File: src/rtl/srx_pkg.sv
package srx_pkg;

    typedef enum logic [1:0] {
        PAR_NONE = 2'b00,
        PAR_EVEN = 2'b01,
        PAR_ODD  = 2'b10,
        PAR_OFF  = 2'b11
    } par_mode_e;

    typedef enum logic [2:0] {
        ST_IDLE,
        ST_START,
        ST_DATA,
        ST_PAR,
        ST_STOP,
        ST_WAIT_HIGH
    } rx_state_e;

    typedef struct packed {
        logic       brk;
        logic       ferr;
        logic       perr;
        logic [7:0] data;
    } rx_char_t;

    function automatic int char_bits(input logic [1:0] len_code);
        return 5 + int'(len_code);
    endfunction

    function automatic logic parity_on(input par_mode_e m);
        return (m == PAR_EVEN) || (m == PAR_ODD);
    endfunction

    function automatic logic parity_bad(input logic [7:0] d, input logic pbit,
                                        input par_mode_e m);
        logic x;
        x = (^d) ^ pbit;
        return (m == PAR_ODD) ? ~x : x;
    endfunction

endpackage

File: src/rtl/srx_framer.sv
module srx_framer
    import srx_pkg::*;
#(
    parameter int OVS    = 16,
    parameter int DATA_W = 8
) (
    input  logic      clk,
    input  logic      rst,
    input  logic      tick,
    input  logic      rxd,
    input  logic [1:0] cfg_len,
    input  par_mode_e cfg_par,
    output logic      done,
    output rx_char_t  ch
);
    localparam int CW = $clog2(OVS);
    localparam int BW = $clog2(DATA_W);
    localparam logic [CW-1:0] HALF = CW'(OVS / 2 - 1);
    localparam logic [CW-1:0] LAST = CW'(OVS - 1);

    logic [1:0]        sync_q;
    logic              rxd_s;
    rx_state_e         state;
    logic [CW-1:0]     cnt;
    logic [BW-1:0]     bitn;
    logic [BW-1:0]     last_idx;
    logic [DATA_W-1:0] shreg;
    logic              par_bit;
    logic              seen_one;

    assign rxd_s    = sync_q[1];
    assign last_idx = BW'(char_bits(cfg_len) - 1);

    always_ff @(posedge clk) begin
        if (rst) sync_q <= 2'b11;
        else     sync_q <= {sync_q[0], rxd};
    end

    always_ff @(posedge clk) begin
        if (rst) begin
            state    <= ST_IDLE;
            cnt      <= '0;
            bitn     <= '0;
            shreg    <= '0;
            par_bit  <= 1'b0;
            seen_one <= 1'b0;
            done     <= 1'b0;
            ch       <= '0;
        end else begin
            done <= 1'b0;
            if (tick) begin
                case (state)
                    ST_IDLE: begin
                        if (!rxd_s) begin
                            state <= ST_START;
                            cnt   <= '0;
                        end
                    end
                    ST_START: begin
                        if (cnt == HALF) begin
                            cnt <= '0;
                            if (rxd_s) begin
                                state <= ST_IDLE;
                            end else begin
                                state    <= ST_DATA;
                                bitn     <= '0;
                                shreg    <= '0;
                                par_bit  <= 1'b0;
                                seen_one <= 1'b0;
                            end
                        end else begin
                            cnt <= cnt + 1'b1;
                        end
                    end
                    ST_DATA: begin
                        if (cnt == LAST) begin
                            cnt         <= '0;
                            shreg[bitn] <= rxd_s;
                            seen_one    <= seen_one | rxd_s;
                            if (bitn == last_idx)
                                state <= parity_on(cfg_par) ? ST_PAR : ST_STOP;
                            else
                                bitn <= bitn + 1'b1;
                        end else begin
                            cnt <= cnt + 1'b1;
                        end
                    end
                    ST_PAR: begin
                        if (cnt == LAST) begin
                            cnt      <= '0;
                            par_bit  <= rxd_s;
                            seen_one <= seen_one | rxd_s;
                            state    <= ST_STOP;
                        end else begin
                            cnt <= cnt + 1'b1;
                        end
                    end
                    ST_STOP: begin
                        if (cnt == LAST) begin
                            cnt     <= '0;
                            done    <= 1'b1;
                            ch.data <= shreg;
                            ch.perr <= parity_on(cfg_par) &&
                                       parity_bad(shreg, par_bit, cfg_par);
                            ch.ferr <= !rxd_s;
                            ch.brk  <= !rxd_s && !seen_one;
                            state   <= rxd_s ? ST_IDLE : ST_WAIT_HIGH;
                        end else begin
                            cnt <= cnt + 1'b1;
                        end
                    end
                    ST_WAIT_HIGH: begin
                        if (rxd_s) state <= ST_IDLE;
                    end
                    default: state <= ST_IDLE;
                endcase
            end
        end
    end

    // a start that reads high at mid-bit goes back to idle
    a_r2_false_start: assert property (@(posedge clk) disable iff (rst)
        (state == ST_START && tick && cnt == HALF && rxd_s) |=> state == ST_IDLE);

    // after a low stop bit, no new frame starts while the line stays low
    a_r6_wait_high: assert property (@(posedge clk) disable iff (rst)
        (state == ST_WAIT_HIGH && !rxd_s) |=> state == ST_WAIT_HIGH);

endmodule

File: src/rtl/srx_fifo.sv
module srx_fifo
    import srx_pkg::*;
#(
    parameter int DEPTH = 8
) (
    input  logic     clk,
    input  logic     rst,
    input  logic     push,
    input  rx_char_t push_ch,
    input  logic     pop,
    output rx_char_t head,
    output logic     empty,
    output logic     full
);
    localparam int AW = $clog2(DEPTH);

    rx_char_t    mem [DEPTH];
    logic [AW-1:0] wr_ptr, rd_ptr;
    logic [AW:0]   count;
    logic          do_pop, do_push;

    assign empty   = (count == '0);
    assign full    = (count == (AW+1)'(DEPTH));
    assign do_pop  = pop && !empty;
    assign do_push = push && (!full || do_pop);
    assign head    = mem[rd_ptr];

    function automatic logic [AW-1:0] nxt(input logic [AW-1:0] p);
        return (p == AW'(DEPTH - 1)) ? '0 : p + 1'b1;
    endfunction

    always_ff @(posedge clk) begin
        if (do_push) mem[wr_ptr] <= push_ch;
    end

    always_ff @(posedge clk) begin
        if (rst) begin
            wr_ptr <= '0;
            rd_ptr <= '0;
            count  <= '0;
        end else begin
            if (do_push) wr_ptr <= nxt(wr_ptr);
            if (do_pop)  rd_ptr <= nxt(rd_ptr);
            case ({do_push, do_pop})
                2'b10:   count <= count + 1'b1;
                2'b01:   count <= count - 1'b1;
                default: count <= count;
            endcase
        end
    end

    // never written past eight entries without a pop
    a_r7_no_overflow: assert property (@(posedge clk) disable iff (rst)
        !(push && full && !pop));

endmodule

File: src/rtl/serial_rx_channel.sv
module serial_rx_channel
    import srx_pkg::*;
#(
    parameter int OVS   = 16,
    parameter int DEPTH = 8
) (
    input  logic       clk,
    input  logic       rst,
    input  logic       tick16,
    input  logic       rxd,
    input  logic [1:0] cfg_len,
    input  logic [1:0] cfg_par,
    input  logic       rd_pop,
    input  logic       clr_err,
    output logic [7:0] rd_data,
    output logic       rd_perr,
    output logic       rd_ferr,
    output logic       rd_brk,
    output logic       rx_ready,
    output logic       fifo_full,
    output logic       overrun
);
    logic     char_done;
    rx_char_t new_ch;
    logic     hold_valid;
    rx_char_t hold_ch;
    logic     push;
    rx_char_t push_ch;
    rx_char_t head;
    logic     empty, full;
    logic     fifo_pop;

    srx_framer #(.OVS(OVS), .DATA_W(8)) u_framer (
        .clk     (clk),
        .rst     (rst),
        .tick    (tick16),
        .rxd     (rxd),
        .cfg_len (cfg_len),
        .cfg_par (par_mode_e'(cfg_par)),
        .done    (char_done),
        .ch      (new_ch)
    );

    srx_fifo #(.DEPTH(DEPTH)) u_fifo (
        .clk     (clk),
        .rst     (rst),
        .push    (push),
        .push_ch (push_ch),
        .pop     (fifo_pop),
        .head    (head),
        .empty   (empty),
        .full    (full)
    );

    assign fifo_pop = rd_pop && !empty;

    always_comb begin
        push    = 1'b0;
        push_ch = new_ch;
        if (hold_valid && fifo_pop) begin
            push    = 1'b1;
            push_ch = hold_ch;
        end else if (!hold_valid && char_done && (!full || fifo_pop)) begin
            push    = 1'b1;
            push_ch = new_ch;
        end
    end

    always_ff @(posedge clk) begin
        if (rst) begin
            hold_valid <= 1'b0;
            hold_ch    <= '0;
            overrun    <= 1'b0;
        end else begin
            if (hold_valid) begin
                if (fifo_pop) hold_valid <= char_done;
                if (char_done) hold_ch <= new_ch;
            end else if (char_done && full && !fifo_pop) begin
                hold_valid <= 1'b1;
                hold_ch    <= new_ch;
            end
            if (hold_valid && char_done && !fifo_pop) overrun <= 1'b1;
            else if (clr_err)                         overrun <= 1'b0;
        end
    end

    assign rd_data   = head.data;
    assign rd_perr   = head.perr;
    assign rd_ferr   = head.ferr;
    assign rd_brk    = head.brk;
    assign rx_ready  = !empty;
    assign fifo_full = full;

    // a character is only parked when the queue was full
    a_r9_hold_needs_full: assert property (@(posedge clk) disable iff (rst)
        $rose(hold_valid) |-> $past(full));

    // popping with a parked character keeps the queue full
    a_r10_full_kept: assert property (@(posedge clk) disable iff (rst)
        (hold_valid && rd_pop) |=> fifo_full);

    // overrun is sticky until cleared
    a_r11_ovr_sticky: assert property (@(posedge clk) disable iff (rst)
        (overrun && !clr_err) |=> overrun);

    // completion coinciding with a pop does not raise overrun
    a_r12_no_ovr_on_pop: assert property (@(posedge clk) disable iff (rst)
        (hold_valid && char_done && rd_pop && !overrun) |=> !overrun);

endmodule

File: config.mk
export PLATFORM = sky130hd
export DESIGN_NAME = serial_rx_channel
export DESIGN_NICKNAME = d
export VERILOG_FILES = /design/src/rtl/srx_pkg.sv /design/src/rtl/srx_framer.sv /design/src/rtl/srx_fifo.sv /design/src/rtl/serial_rx_channel.sv
export SDC_FILE = /design/constraint.sdc
export NUM_CORES = 1
export LEC_CHECK = 0
export BUFFER_PORTS_ARGS = -buffer_cell sky130_fd_sc_hd__buf_2
export CORE_ASPECT_RATIO = 2
export CORE_UTILIZATION = 37
export CTS_CLUSTER_SIZE = 20
export DETAILED_ROUTE_END_ITERATION = 8
export PLACE_DENSITY = 0.63
export SLEW_MARGIN = 20
export SYNTH_ARGS = -nofsm -noshare
export SYNTH_HDL_FRONTEND = slang
export SYNTH_SLANG_ARGS = --single-unit
File: constraint.sdc
create_clock -name clk -period 4 [get_ports clk]
set_clock_uncertainty 0.2 [all_clocks]
set_input_delay 0.8 -clock clk [delete_from_list [all_inputs] [get_ports clk]]
set_output_delay 0.8 -clock clk [all_outputs]
set_load 0.01 [all_outputs]
==> flow_summary.ini <==
[final_layout]
drive_above_1_share_pct = 20.7
multi_input_area_mm2 = 0.00237
regArea_mm2 = 0.00384
finalNetCount = 529
antenna_cells = 0
final_common_cell = edfxtp_1
design_area_mm2 = 0.00728
area_growth_pct = 14.3
fillCellCount = 1533
mostFrequentLayoutCells = edfxtp_1 (88), dfxtp_1 (60), nor2_1 (48)

[critical_path]
cp-start-kind = flip-flop
end_kind = output port
cp.required_ps = 3000
crit_fanout = 22
crit_arrival_ps = 2150
worstSetupPathType = flip-flop to output port

[grt]
grt_overflow = 0
grt_usage_pct = 14.8
grt_max_degree = 43
grt_pass1_vias = 3933
grt_first_pass_wirelength_um = 19600
antenna_found_initial = 0

[sta]
max_freq_ghz = 0.317
setup_tns_ps = 0
hold_viol_final = 0
maxSlewHeadroom_pct = 44.9
drv_slew = 0
tightest_slew_ps = 827
fin_crit_sh_pct = 78.9
rsz0062_at_grt = false
setup_violations = 0
min_period_ps = 3150

[synth]
synth_fp_nets = 501
synth-main-ff-cell = edfxtp_1
async_flop_share_pct = 0
ys_seq_elements = 148
netlist_area_mm2 = 0.00637
yosysWarnings = 0
synth_area_leader_cell = edfxtp_1
yosys.cell_types.count = 59
syn_area_per_cell_um2 = 13.2
syn_inst = 481
synthTopCellsByArea = edfxtp_1 (42%), dfxtp_1 (19%), mux4_2 (7.8%)
synth_edf_count = 88
yosysTopAreaCellShare_pct = 41.5
synth-seq-area-share_pct = 60.4

[floorplanning]
io_pins = 24
coreArea_mm2 = 0.0168
die_w_um = 94.8
initial_core_util_pct = 38.0
rows = 67
die_y_um = 188
fp.dieArea_mm2 = 0.0178

[place]
hpwlAfterDp_um = 8340
port_buffers = 23
placed_cell_area_mm2 = 0.00671
place_congestion = 0.787

[drt]
num_vias = 3817
detail_route.wl_per_cell_um = 16.4
drc = 0
drt.antenna.violating_nets = 0
drt_iter0_drc = 164
wl_um = 11900
vias_per_cell = 5.24
firstDrtPassIters = 7

[clock_network]
clockBufferDepth = 2
clkTransAtPathRegs_ps = 60
cts_hold_buf = 0
cts.repair.resized = 0
cts_tree = yes
cts_setup_buffers = 0
cts_max_level = 4
clock-root-buffer = clkbuf_16
cts_buffers = 17
clkLatencyLatePin_ps = 410
numClockSinks = 148

[power_and_ir_drop]
p_leak_nw = 2.49
power_density_mw_per_mm2 = 437
irDropWorstVdd_v = 0.000322
p_total_mw = 3.18

[min_path]
hold_path.class = flip-flop to flip-flop

[run]
cap_violations = 0

[outcome]
status = finished, final reports clean
synth_stat cells, types with 4 or more instances:
cell type  count
o211ai_1       5
nor3_1         6
buf_2          6
a21oi_1       26
dfxtp_1       60
o21ai_0       17
mux4_2        22
inv_1         10
mux2_2        12
ha_1          10
mux2i_1       22
nand3_1       11
o21ai_1        4
edfxtp_1      88
nor2_1        48
a31oi_1        4
nand2_1       21
mux2_1        10
nor3b_1        8
xor2_1         4
xnor2_1       10
nand2b_1       6
clkbuf_1      15
stage by stage:
stage	hold WS, ps	utilization, %	cells	setup WS, ps
final	211	43.4	728	846
after global routing	228	43.4	728	615
after CTS	220	43.4	728	784
after detailed placement	204	40.0	697	661
after global placement	196	40.0	697	741
after floorplan	189	-	481	1020
layout make-up:
class	instances	area share (%)
Multi-Input combinational cell	297	32.5
Inverter	11	0.567
Timing Repair Buffer	34	2.72
Sequential cell	148	52.8
Clock inverter	13	1.93
Clock buffer	18	5.90
Tap cell	207	3.56
cells by family (layout without fill, tap and decap cells):
kind of cell / count (synthesis) / in the layout / share of synthesized area [%]
DFF: 148 / 148 / 60.4
xor gates and xnor gates: 15 / 15 / 2.28
buffers and inverters: 36 / 76 / 2.48
muxes: 66 / 66 / 15.1
adders and majority gates: 10 / 10 / 1.97
and+or+nand+nor: 134 / 134 / 11.0
AOI/OAI and AO/OA: 72 / 72 / 6.76
where the power goes:
part           switching [mW]  total (mW)  internal [mW]
clock network           0.573        1.54          0.963
logic                  0.0253      0.0412         0.0158
registers             0.00454        1.60           1.60
path summary, 6_finish.rpt:
kind,start,slack (ps),cells past startpoint,to
setup / recovery,flip-flop,850,4,rd_data[0]
hold / removal,u_framer.sync_q[0]$_SDFF_PP1_,210,1,u_framer.sync_q[1]$_SDFF_PP1_
setup reg to reg,u_fifo.count[0]$_SDFFE_PP0P_,890,13,u_fifo.count[2]$_SDFFE_PP0P_
hold reg to reg,u_framer.sync_q[0]$_SDFF_PP1_,210,1,u_framer.sync_q[1]$_SDFF_PP1_
flip-flops by register name, summed over array words and instances (netlist names), named ones only:
register and flops:
u_fifo.count 4, u_framer.ch 11, u_fifo.wr_ptr 3, u_framer.sync_q 2, overrun 1, u_fifo.rd_ptr 3, u_framer.bitn 3, u_framer.done 1
hold_valid 1, u_framer.cnt 4, u_framer.shreg 8, u_framer.state 3, u_framer.seen_one 1, hold_ch 11, u_fifo.mem 88, u_framer.par_bit 1
layer usage:
layer  track usage, %  vias up  wire [um]  share of wire (%)
met5                0        -          0                  0
met2             28.2       68       7050                 59
met4             6.59        0        297                2.5
met3             3.45       17        314                2.6
met1             14.5     1886       4270                 36
li1                 -     1846          -                  -
worst max-delay path, cell delays in order (launching register included):
cell and delay (ps):
dfxtp_1 310, buf_4 390, mux4_2 610, mux2_2 280, buf_2 140
(Power assumes the default switching activity.)
